==> src/rtl/exc_wave_pkg.sv <==
package exc_wave_pkg;

  // Quadrant code taken from the two phase MSBs
  typedef enum logic [1:0] {
    QD_RISE  = 2'b00,
    QD_FALL  = 2'b01,
    QD_NRISE = 2'b10,
    QD_NFALL = 2'b11
  } quad_e;

  // pi scaled by 2^30
  localparam longint PI_Q30 = 64'sd3373259426;

  // round(amp * sin(pi/2 * k / n)) computed with an integer series in Q30
  function automatic longint qsine_fix(input int k, input int n, input int amp);
    longint x;
    longint term;
    longint sum;
    longint r;
    x    = (longint'(k) * PI_Q30) / (longint'(2) * longint'(n));
    term = x;
    sum  = x;
    for (int i = 1; i <= 6; i++) begin
      term = (term * x) >>> 30;
      term = (term * x) >>> 30;
      term = -(term / (longint'(2 * i) * longint'(2 * i + 1)));
      sum  = sum + term;
    end
    r = (sum * longint'(amp) + (longint'(1) <<< 29)) >>> 30;
    if (r > longint'(amp)) r = longint'(amp);
    if (r < 0) r = 0;
    return r;
  endfunction

endpackage

==> src/rtl/exc_phase_core.sv <==
module exc_phase_core #(
  parameter int PHASE_W = 32
) (
  input  logic               clk,
  input  logic               rst,
  input  logic               smp_en,
  input  logic               hop,
  input  logic [PHASE_W-1:0] fw_in,
  input  logic [PHASE_W-1:0] po_in,
  output logic [PHASE_W-1:0] acc_o,
  output logic [PHASE_W-1:0] act_fw_o,
  output logic [PHASE_W-1:0] act_po_o,
  output logic [PHASE_W-1:0] look_ph_o
);

  logic [PHASE_W-1:0] acc_q;
  logic [PHASE_W-1:0] fw_q;
  logic [PHASE_W-1:0] po_q;

  always_ff @(posedge clk) begin
    if (rst) begin
      acc_q <= '0;
      fw_q  <= '0;
      po_q  <= '0;
    end else begin
      if (smp_en) acc_q <= acc_q + fw_q;
      if (hop) begin
        fw_q <= fw_in;
        po_q <= po_in;
      end
    end
  end

  assign acc_o     = acc_q;
  assign act_fw_o  = fw_q;
  assign act_po_o  = po_q;
  assign look_ph_o = acc_q + po_q;

endmodule

==> src/rtl/exc_quad_map.sv <==
module exc_quad_map
  import exc_wave_pkg::*;
#(
  parameter int LUT_AW = 5
) (
  input  logic [LUT_AW+1:0] ph_top,
  output logic [LUT_AW:0]   rom_addr,
  output logic              mirror,
  output logic              neg
);

  localparam int N = 1 << LUT_AW;

  quad_e             quad;
  logic [LUT_AW-1:0] idx;

  function automatic logic [LUT_AW:0] fold_addr(input logic [LUT_AW-1:0] i, input logic m);
    logic [LUT_AW:0] wide;
    wide = {1'b0, i};
    return m ? ((LUT_AW+1)'(N) - wide) : wide;
  endfunction

  assign quad     = quad_e'(ph_top[LUT_AW+1 -: 2]);
  assign idx      = ph_top[LUT_AW-1:0];
  assign mirror   = (quad == QD_FALL) || (quad == QD_NFALL);
  assign neg      = (quad == QD_NRISE) || (quad == QD_NFALL);
  assign rom_addr = fold_addr(idx, mirror);

endmodule

==> src/rtl/exc_qtable.sv <==
module exc_qtable
  import exc_wave_pkg::*;
#(
  parameter int LUT_AW = 5,
  parameter int OUT_W  = 16,
  parameter int AMP    = 32767
) (
  input  logic [LUT_AW:0]  addr,
  output logic [OUT_W-1:0] mag
);

  localparam int N = 1 << LUT_AW;
  localparam logic [OUT_W-1:0] PEAK = OUT_W'(AMP);

  logic [OUT_W-1:0] rom [N];

  for (genvar g = 0; g < N; g++) begin : g_rom
    localparam longint VAL = qsine_fix(g, N, AMP);
    assign rom[g] = OUT_W'(VAL);
  end

  // Only address N has the top bit set: it is the quarter-cycle peak
  assign mag = addr[LUT_AW] ? PEAK : rom[addr[LUT_AW-1:0]];

endmodule

==> src/rtl/exc_wavegen.sv <==
module exc_wavegen #(
  parameter int PHASE_W = 32,
  parameter int LUT_AW  = 5,
  parameter int OUT_W   = 16,
  parameter int AMP     = 32767
) (
  input  logic                    clk,
  input  logic                    rst,
  input  logic                    smp_en,
  input  logic                    hop,
  input  logic [PHASE_W-1:0]      freq_word,
  input  logic [PHASE_W-1:0]      phase_ofs,
  output logic signed [OUT_W-1:0] wave_o
);

  localparam int TOP_W = LUT_AW + 2;

  logic [PHASE_W-1:0]      acc_w;
  logic [PHASE_W-1:0]      act_fw;
  logic [PHASE_W-1:0]      act_po;
  logic [PHASE_W-1:0]      look_ph;
  logic [LUT_AW:0]         rom_addr;
  logic                    mirror_flag;
  logic                    neg_flag;
  logic [OUT_W-1:0]        mag;
  logic signed [OUT_W-1:0] wave_d;

  function automatic logic signed [OUT_W-1:0] apply_sign(input logic [OUT_W-1:0] m, input logic n);
    return n ? -$signed(m) : $signed(m);
  endfunction

  exc_phase_core #(.PHASE_W(PHASE_W)) u_phase (
    .clk      (clk),
    .rst      (rst),
    .smp_en   (smp_en),
    .hop      (hop),
    .fw_in    (freq_word),
    .po_in    (phase_ofs),
    .acc_o    (acc_w),
    .act_fw_o (act_fw),
    .act_po_o (act_po),
    .look_ph_o(look_ph)
  );

  exc_quad_map #(.LUT_AW(LUT_AW)) u_map (
    .ph_top  (look_ph[PHASE_W-1 -: TOP_W]),
    .rom_addr(rom_addr),
    .mirror  (mirror_flag),
    .neg     (neg_flag)
  );

  exc_qtable #(.LUT_AW(LUT_AW), .OUT_W(OUT_W), .AMP(AMP)) u_tab (
    .addr(rom_addr),
    .mag (mag)
  );

  assign wave_d = apply_sign(mag, neg_flag);

  always_ff @(posedge clk) begin
    if (rst)         wave_o <= '0;
    else if (smp_en) wave_o <= wave_d;
  end

endmodule

==> config.mk <==
export PLATFORM = sky130hd
export DESIGN_NAME = exc_wavegen
export DESIGN_NICKNAME = d
export VERILOG_FILES = /design/src/rtl/exc_wave_pkg.sv /design/src/rtl/exc_phase_core.sv /design/src/rtl/exc_quad_map.sv /design/src/rtl/exc_qtable.sv /design/src/rtl/exc_wavegen.sv
export SDC_FILE = /design/constraint.sdc
export NUM_CORES = 1
export LEC_CHECK = 0
export ABC_AREA = 1
export CORE_ASPECT_RATIO = 0.6
export CORE_MARGIN = 5
export CORE_UTILIZATION = 53
export CTS_CLUSTER_SIZE = 16
export DETAILED_ROUTE_END_ITERATION = 6
export GPL_TIMING_DRIVEN = 0
export PLACE_DENSITY_LB_ADDON = 0.15
export SLEW_MARGIN = 0
export SYNTH_ARGS = -nofsm -noshare
export SYNTH_HDL_FRONTEND = slang
export SYNTH_SLANG_ARGS = --single-unit
==> constraint.sdc <==
create_clock -name clk -period 7.9 [get_ports clk]
set_clock_uncertainty 0.15 [all_clocks]
set_input_delay 1.58 -clock clk [delete_from_list [all_inputs] [get_ports clk]]
set_output_delay 1.58 -clock clk [all_outputs]
set_load 0.03 [all_outputs]
==> results of run 1 <==
-- worst register-to-register path, delay by kind of cell (launching register included) --
family / cells / cell delay (ns)
adder cells (fa/ha/maj): 4 / 1.45
buffers and inverters: 2 / 0.11
flip-flops: 1 / 0.37
AND/OR/NAND/NOR: 20 / 2.70
-- logic make-up (layout without fill, tap and decap cells) --
kind of cell | Yosys count | in the layout | share of synthesized area [%]
simple gates | 741 | 741 | 36.1
compound gates | 225 | 225 | 14.1
buf+inv | 222 | 320 | 10.0
flops | 112 | 112 | 25.8
fa+ha+maj | 74 | 74 | 10.8
xor+xnor | 32 | 32 | 3.23
-- layout make-up --
class                      count  area [um^2]  area share [%]
inverter                     178          668            6.65
clock inverter                 7         68.8           0.685
clock buffer                   9          225            2.24
buffer                        44          201            2.00
multi-input combinational   1072         5560            55.4
tap                          209          262            2.60
timing repair buffer          82          821            8.17
sequential                   112         2240            22.3
-- sequential cells by signal, indices dropped and copies added (netlist names) --
signal / cells
u_phase.acc_o: 32
wave_o: 16
u_phase.act_fw_o: 32
u_phase.act_po_o: 32
-- metal layers --
layer  up-vias  part of all wire [%]
li1       4656                     -
met5         -                     0
met1      4087                    51
met4         0                  0.60
met3        16                    12
met2       402                    37
-- through the flow --
stage / instance area, um^2 / cells / power (mW) / util, % / setup WS [ns]
2_1_floorplan: 8680 / 1406 / 1.40 / - / 4.24
3_3_place_gp: 9760 / 1697 / 1.69 / 60.5 / 3.17
3_5_place_dp: 9760 / 1697 / 1.70 / 60.5 / 3.23
4_1_cts: 10100 / 1713 / 2.17 / 62.3 / 3.21
5_1_grt: 10100 / 1713 / 2.35 / 62.3 / 2.63
6_report: 10100 / 1713 / 2.19 / 62.3 / 3.04
-- power by group --
part           switching [mW]  leakage (nW)  internal (mW)
logic                   0.706          4.17          0.357
registers              0.0436         0.931          0.621
clock network           0.242         0.143          0.225
total                   0.991          5.24           1.20
-- cells in the mapped netlist, types with 3 or more instances --
cell type	n	area (um^2)
clkbuf_1	33	124
o21bai_1	4	30.0
nand3_2	8	80.1
inv_1	171	642
nor2_2	9	56.3
a21oi_1	62	310
buf_1	3	11.3
buf_4	3	22.5
o21a_1	5	37.5
dfxtp_1	112	2240
o211ai_1	5	37.5
o21ai_1	12	60.1
nand2_1	336	1260
o221ai_1	3	26.3
xnor2_1	13	114
nor3_1	7	35.0
a21boi_0	5	37.5
nand3_1	80	400
inv_2	7	26.3
nor2_1	260	976
nand2_2	19	119
nand4_1	8	50.1
ha_1	73	913
nand3b_1	4	30.0
o21ai_0	119	596
nand2_4	3	33.8
xor2_1	19	166
buf_6	3	33.8
-- worst paths after layout --
path / start / end / slack [ns] / cells past startpoint
worst max-delay path: u_phase.acc_o[24] / wave_o[14] / 3.04 / 26
worst min-delay path: wave_o[3] / wave_o[3] / 0.35 / 2
worst max register to register: u_phase.acc_o[24] / wave_o[14] / 3.04 / 26
worst min register to register: wave_o[3] / wave_o[3] / 0.35 / 2
-- cells in the final DEF (no fill, tap or decap), types with 8 or more instances in the layout --
master and instances:
a21oi_1 62, xnor2_1 13, dfxtp_1 112, nor2_1 260, nor2_2 9, clkbuf_16 9, o21ai_1 12, nand2_2 19
nand3_1 80, ha_1 73, inv_1 171, o21ai_0 119, nand4_1 8, nand2_1 336, clkdlybuf4s50_1 82, nand3_2 8
xor2_1 19, clkbuf_1 33
==> results.json, run 1 <==
{
  "crit_path_max_fanout": 12,
  "design.die.area_mm2": 0.0191,
  "static-leakage-power_nw": 5.24,
  "global_route.peak_usage_layer": "met1",
  "wirelength_um": 26000,
  "filler_cells_inserted": 1612,
  "cts_hold_buffers": 0,
  "cts_setup_buffers": 0,
  "antenna_found_initial": 0,
  "layout.nets": 1641,
  "required_ns": 8.02,
  "track_usage_pct": 27.3,
  "synth.avg_cell_area_um2": 6.17,
  "startpoint_to_endpoint_class_of_the_critical_path": "reg -> reg",
  "async_flop_share_pct": 0,
  "worst_path_largest_cell_delay_ns": 0.49,
  "placement_rows": 36,
  "met3_routing_resource_usage_after_global_routing_pct": 6.38,
  "yosysWarningCount": 0,
  "ctsHtreeMaxLevel": 3,
  "tightestPinTransition_ns": 0.872,
  "max_freq_ghz": 0.206,
  "ys_seq_elements": 112,
  "grt_setup_unrepaired": "false",
  "first_global_vias": 8231,
  "report.final.setup_viol": 0,
  "cts.sink_count": 112,
  "final.period_utilization_pct": 61.6,
  "max-cap-violations": 0,
  "max-vdd-ir-drop_uv": 132,
  "ctsLongestPathBuffers": 2,
  "place_hpwl_um": 20800,
  "postSynth.topFlopCell": "dfxtp_1",
  "grt_max_degree": 22,
  "timing_max_transition_violations_final": 0,
  "power_per_cell_area_mw_per_mm2": 218,
  "cpMaxStageDelayCell": "ha_1",
  "floorplan.initialDensity_pct": 53.8,
  "globalplace.congestion": 1.02,
  "floorplan.die.width_um": 175,
  "syn_inst": 1406,
  "area_delta_synth_final_pct": 15.9,
  "globalRouteMet1Util_pct": 42.9,
  "routed-via-count": 9161,
  "result_of_the_run": "finished, final reports clean",
  "drt_first_pass_iters": 6,
  "cts_made_buffers": 9,
  "route.detailed.wl_per_inst_um": 15.2,
  "worst_hold_slack_ns": 0.350,
  "clk_pin_slew_ns": 0.09,
  "diodes": 0,
  "synthesis.nets": 1548,
  "global_route.usage.met2_pct": 38.4,
  "fp.dieH_um": 109,
  "fin_setup_tns_ns": 0,
  "via_per_inst": 5.35,
  "area_of_the_core_region_mm2": 0.0161,
  "cts_tree": "built",
  "crit_family": "simple AND/OR/NAND/NOR gates",
  "cp_num_buf_inv": 2,
  "yosysUniqueCellTypes": 43,
  "post_cts.resized_instances": 0,
  "detailedRoute.firstIterationViolations": 1116,
  "clock_insertion_delay_worst_skew_ns": 0.36,
  "holdCritPathClass": "reg -> reg",
  "final_hold_viol_count": 0,
  "globalRouteOverflowTotal": 0,
  "end_kind": "register",
  "synth_enable_flop_cells": 0,
  "cell_at_the_root_of_the_clock_tree": "clkbuf_16",
  "netlist_area_mm2": 0.00868,
  "port-buffer-count": 82,
  "data_arrival_time_at_the_worst_slack_endpoint_ns": 4.98,
  "ioPinCount": 84,
  "critical-path-top-cell-by-count": "nand2_1",
  "timing.max_slew.rel_slack_pct": 41.8,
  "drc": 0,
  "worst_setup_path_start_kind": "register",
  "detail-route-antenna-nets": 0,
  "synth_sequential_area_ratio_pct": 25.8,
  "grt_first_pass_wirelength_um": 41900,
  "drive_above_1_share_pct": 5.32,
  "finalCriticalPeriod_ns": 4.86
}
No activity file was read; power rests on OpenSTA's default activity.
==> run 2, diff against run 1 <==
- clock period: 7.9 -> 4.2 ns (I/O delays scaled with it)
==> run 2 against run 1 <==
Net effect:
- cell count up 0.29%
- non-clock buffer count rose by 4
- setup slack worse by 2.8 ns
- critical path type unchanged
- largest power group unchanged
- highest routed layer unchanged
==> results.json, run 2 (synthesized netlist as in run 1, its figures left out) <==
{
  "first_global_vias": 8231,
  "max-cap-violations": 0,
  "layout.cells.most_common": "nand2_1",
  "crit_path_max_fanout": 7,
  "drive_above_1_share_pct": 9.28,
  "drc": 0,
  "fp.dieH_um": 109,
  "ioPinCount": 84,
  "tightestPinTransition_ns": 0.881,
  "worst_setup_path_start_kind": "register",
  "comb_power_share_pct": 50.3,
  "final.period_utilization_pct": 94.9,
  "wirelength_um": 26500,
  "worst_path_largest_cell_delay_ns": 0.38,
  "switchingPower_mw": 1.96,
  "final_hold_viol_count": 0,
  "port-buffer-count": 82,
  "power_per_cell_area_mw_per_mm2": 412,
  "finalInstanceArea_mm2": 0.0104,
  "startpoint_to_endpoint_class_of_the_critical_path": "reg -> reg",
  "globalRouteOverflowTotal": 0,
  "cp_num_buf_inv": 2,
  "via_per_inst": 5.35,
  "placement_rows": 36,
  "fin_cells": 1718,
  "numPlacedInstances": 1697,
  "part_of_the_power_in_the_clock_network_pct": 20.5,
  "detail-route-antenna-nets": 0,
  "required_ns": 4.36,
  "placed_cell_area_mm2": 0.00976,
  "grt_setup_unrepaired": "false",
  "diodes": 0,
  "cell_at_the_root_of_the_clock_tree": "clkbuf_16",
  "ctsHtreeMaxLevel": 3,
  "cts_made_buffers": 9,
  "static-leakage-power_nw": 5.29,
  "cts.sink_count": 112,
  "place_hpwl_um": 20800,
  "switching_share_of_power_pct": 45.5,
  "end_kind": "register",
  "drt_first_pass_iters": 6,
  "timing.max_slew.rel_slack_pct": 40.9,
  "detailedPlace.worstSlack_ns": -0.468,
  "track_usage_pct": 27.3,
  "floorplan.die.width_um": 175,
  "finalCriticalPeriod_ns": 3.99,
  "critical-path-top-cell-by-count": "nand2_1",
  "clk_pin_slew_ns": 0.09,
  "max_freq_ghz": 0.251,
  "power.total_mw": 4.30,
  "ctsLongestPathBuffers": 2,
  "grt_max_degree": 22,
  "clock_insertion_delay_worst_skew_ns": 0.36,
  "layout.nets": 1646,
  "max-vdd-ir-drop_uv": 252,
  "holdCritPathClass": "reg -> reg",
  "result_of_the_run": "finished, final reports clean",
  "area_delta_synth_final_pct": 20.2,
  "report.final.setup_viol": 0,
  "route.detailed.wl_per_inst_um": 15.4,
  "globalplace.congestion": 1.02,
  "layout.cells.most_common_list": "314 x nand2_1, 254 x nor2_1, 171 x inv_1",
  "cellInternalPower_mw": 2.34,
  "grt_first_pass_wirelength_um": 41900,
  "cts_tree": "built",
  "detailedRoute.firstIterationViolations": 1066,
  "area_of_the_core_region_mm2": 0.0161,
  "timing_max_transition_violations_final": 0,
  "routed-via-count": 9186,
  "cpMaxStageDelayCell": "ha_2",
  "finalWorstSetupSlack_ns": 0.214,
  "worst_hold_slack_ns": 0.348,
  "crit_family": "simple AND/OR/NAND/NOR gates",
  "floorplan.initialDensity_pct": 53.8,
  "seq_power_share_pct": 29.3,
  "antenna_found_initial": 0,
  "design.die.area_mm2": 0.0191,
  "data_arrival_time_at_the_worst_slack_endpoint_ns": 4.15
}
run 2: changes by cell type in the layout (fill, tap and decap cells not counted), sizes merged:
cell	change
nand2	+1
buf	+4
run 2: area by class of cell:
type / count / area (um^2)
multi-input combinational: 1073 / 5900
fill: 1572 / 5700
sequential: 112 / 2240
timing repair buffer: 86 / 851
inverter: 178 / 668
tap: 209 / 262
clock buffer: 9 / 225
buffer: 44 / 205
clock inverter: 7 / 68.8
run 2: worst min-delay path, delay by kind of cell (launching register included):
family	cells	cell delay, ns
flops	1	0.34
compound gates	1	0.08
buf+inv	1	0.05
run 2: per-stage QoR:
step | setup TNS, ns | util (%)
after floorplan | 0 | -
after global placement | -5.86 | 60.5
after detailed placement | -5.15 | 60.5
after CTS | 0 | 62.7
after global routing | 0 | 64.7
final | 0 | 64.7
run 2: repair_timing:
item                                    4_1_cts  5_1_grt
pin swaps                                     1        9
resized for setup                            11       64
hold buffers                                  0        0
cloned                                        0        1
buffers inserted                              1        3
endpoints found under the setup margin       15       19
run 2: per-layer routing:
layer	GRT usage (%)	wire length, um
met1	42.7	13300
met2	38.6	10100
met3	6.76	2940
met4	3.14	180
met5	0	0
run 2: path summary, 6_finish.rpt:
check               to              start  slack [ns]  cells after the start
min reg2reg  wave_o[3]          wave_o[3]        0.35                      2
max reg2reg  wave_o[4]  u_phase.acc_o[13]        0.21                     26
max          wave_o[4]  u_phase.acc_o[13]        0.21                     26
min          wave_o[3]          wave_o[3]        0.35                      2
run 2: power by group through the flow:
stage,registers [mW],logic [mW],clock network [mW]
floorplan,1.31,1.32,0
global placement,1.27,1.90,0
detailed placement,1.27,1.93,0
CTS,1.25,1.97,0.894
global route,1.27,2.38,0.934
finish,1.26,2.16,0.879
==> run 3, diff against run 2 <==
- CORE_MARGIN: 5 -> 2
==> run 3 against run 2 <==
Net effect:
- total power is 4.4% higher
- setup slack improved by 0.0071 ns
- final area up 2.6%
- clock-buffer cell count is the same
- sequential power is essentially flat
- register-to-register slack hardly changed
- hold slack worse by 0.0069 ns
- flip-flop and latch count is the same
- combinational power up 2%
- maximum frequency rose by 0.18%
- non-clock buffer count grew 4
- first-iteration DRC count grew 8.7%
- largest power group unchanged
==> results.json, run 3 (synthesized netlist as in run 1, its figures left out) <==
{
  "switchingPower_mw": 1.99,
  "routed-via-count": 9241,
  "clock_insertion_delay_worst_skew_ns": 0.38,
  "clk_pin_slew_ns": 0.08,
  "ioPinCount": 84,
  "critical-path-top-cell-by-count": "nand2_1",
  "detail-route-antenna-nets": 0,
  "worst_hold_slack_ns": 0.341,
  "fp.dieH_um": 103,
  "via_per_inst": 5.37,
  "power_per_cell_area_mw_per_mm2": 419,
  "place_hpwl_um": 21000,
  "ctsLongestPathBuffers": 2,
  "drt_first_pass_iters": 6,
  "part_of_the_power_in_the_clock_network_pct": 22.5,
  "floorplan.die.width_um": 169,
  "startpoint_to_endpoint_class_of_the_critical_path": "reg -> reg",
  "cts_hold_buffers": 0,
  "floorplan.initialDensity_pct": 53.8,
  "data_arrival_time_at_the_worst_slack_endpoint_ns": 4.11,
  "grt_max_degree": 22,
  "seq_power_share_pct": 28.3,
  "final_core_utilization_pct": 66.4,
  "cts.sink_count": 112,
  "register_area_mm2": 0.00227,
  "static-leakage-power_nw": 5.31,
  "switching_share_of_power_pct": 44.4,
  "detailedRoute.firstIterationViolations": 1159,
  "cts_made_buffers": 9,
  "ctsHtreeMaxLevel": 3,
  "max_freq_ghz": 0.251,
  "route.detailed.wl_per_inst_um": 16.0,
  "final_hold_viol_count": 0,
  "placement_rows": 36,
  "worst_setup_path_start_kind": "register",
  "cpMaxStageDelayCell": "dfxtp_4",
  "port-buffer-count": 82,
  "cell_at_the_root_of_the_clock_tree": "clkbuf_16",
  "comb_power_share_pct": 49.2,
  "worst_path_largest_cell_delay_ns": 0.38,
  "required_ns": 4.33,
  "timing.max_slew.rel_slack_pct": 36.8,
  "multiInputGateArea_mm2": 0.00608,
  "crit_path_max_fanout": 7,
  "drive_above_1_share_pct": 11.6,
  "cellInternalPower_mw": 2.49,
  "diodes": 0,
  "finalCriticalPeriod_ns": 3.98,
  "cp_num_buf_inv": 1,
  "antenna_found_initial": 0,
  "drc": 0,
  "timing_max_transition_violations_final": 0,
  "power.total_mw": 4.49,
  "layout.cells.most_common_list": "311 x nand2_1, 254 x nor2_1, 169 x inv_1",
  "layout.nets": 1650,
  "end_kind": "register",
  "layout.cells.most_common": "nand2_1",
  "max-cap-violations": 0,
  "globalplace.congestion": 0.983,
  "grt_setup_unrepaired": "true",
  "track_usage_pct": 31.2,
  "max-vdd-ir-drop_uv": 300,
  "area_delta_synth_final_pct": 23.3,
  "result_of_the_run": "finished, final reports clean",
  "area_of_the_core_region_mm2": 0.0161,
  "design.die.area_mm2": 0.0174,
  "crit_family": "simple AND/OR/NAND/NOR gates",
  "report.final.setup_viol": 0,
  "globalRouteOverflowTotal": 0,
  "filler_cells_inserted": 1536,
  "holdCritPathClass": "reg -> reg",
  "final.period_utilization_pct": 94.7,
  "grt_first_pass_wirelength_um": 41900,
  "wirelength_um": 27500,
  "cts_tree": "built",
  "first_global_vias": 7956,
  "tightestPinTransition_ns": 0.948
}
## run 3: final cells by class
cell class / instances / area share, %
Tap cell: 209 / 2.44
Timing Repair Buffer: 90 / 8.23
Clock buffer: 9 / 2.10
Multi-Input combinational cell: 1073 / 56.8
Sequential cell: 112 / 21.2
Inverter: 178 / 6.24
Buffer: 44 / 1.88
Clock inverter: 7 / 1.09
## run 3: per-stage QoR
step / instance area, um^2 / TNS, ns / instances / worst slack (ns)
floorplan: 8680 / 0 / 1406 / 0.536
global placement: 9760 / -7.06 / 1697 / -0.621
detailed placement: 9760 / -7.10 / 1697 / -0.636
CTS: 10200 / 0 / 1714 / 0.0195
global route: 10700 / -0.172 / 1722 / -0.0511
finish: 10700 / 0 / 1722 / 0.221
## run 3: what timing repair did
item | CTS | global route
hold endpoints to repair | 0 | 0
pin swaps | 1 | 13
cloned | 0 | 1
endpoints found under the setup margin | 15 | 19
resized for setup | 16 | 93
setup buffers | 1 | 7
## run 3: tightest hold or removal path, delay by kind of cell, from the launching register on
kind             cells  cell delay (ns)
AND/OR/NAND/NOR      1             0.06
AO/OA/AOI/OAI        1             0.06
flip-flops           1             0.33
## run 3: metal layers
metal / vias to the layer above / wire length, um / GRT usage, % / part of all wire [%]
met3: 22 / 2890 / 9.40 / 10
met1: 4164 / 14000 / 47.9 / 51
met5: - / 0 / 0 / 0
met2: 379 / 10300 / 42.1 / 38
li1: 4676 / - / - / -
met4: 0 / 294 / 6.25 / 1.1
## run 3: final timing paths
check               startpoint          to  slack [ns]  cells after the start
max          u_phase.acc_o[16]  wave_o[14]        0.22                     27
min                  wave_o[1]   wave_o[1]        0.34                      2
max reg2reg  u_phase.acc_o[16]  wave_o[14]        0.22                     27
min reg2reg          wave_o[1]   wave_o[1]        0.34                      2
## run 3: power groups by stage
stage / sequential [mW] / clock [mW] / combinational [mW]
3_3_place_gp: 1.27 / 0 / 1.93
4_1_cts: 1.25 / 1.01 / 1.99
5_1_grt: 1.28 / 1.06 / 2.43
2_1_floorplan: 1.31 / 0 / 1.32
6_report: 1.27 / 1.01 / 2.21
3_5_place_dp: 1.27 / 0 / 1.94
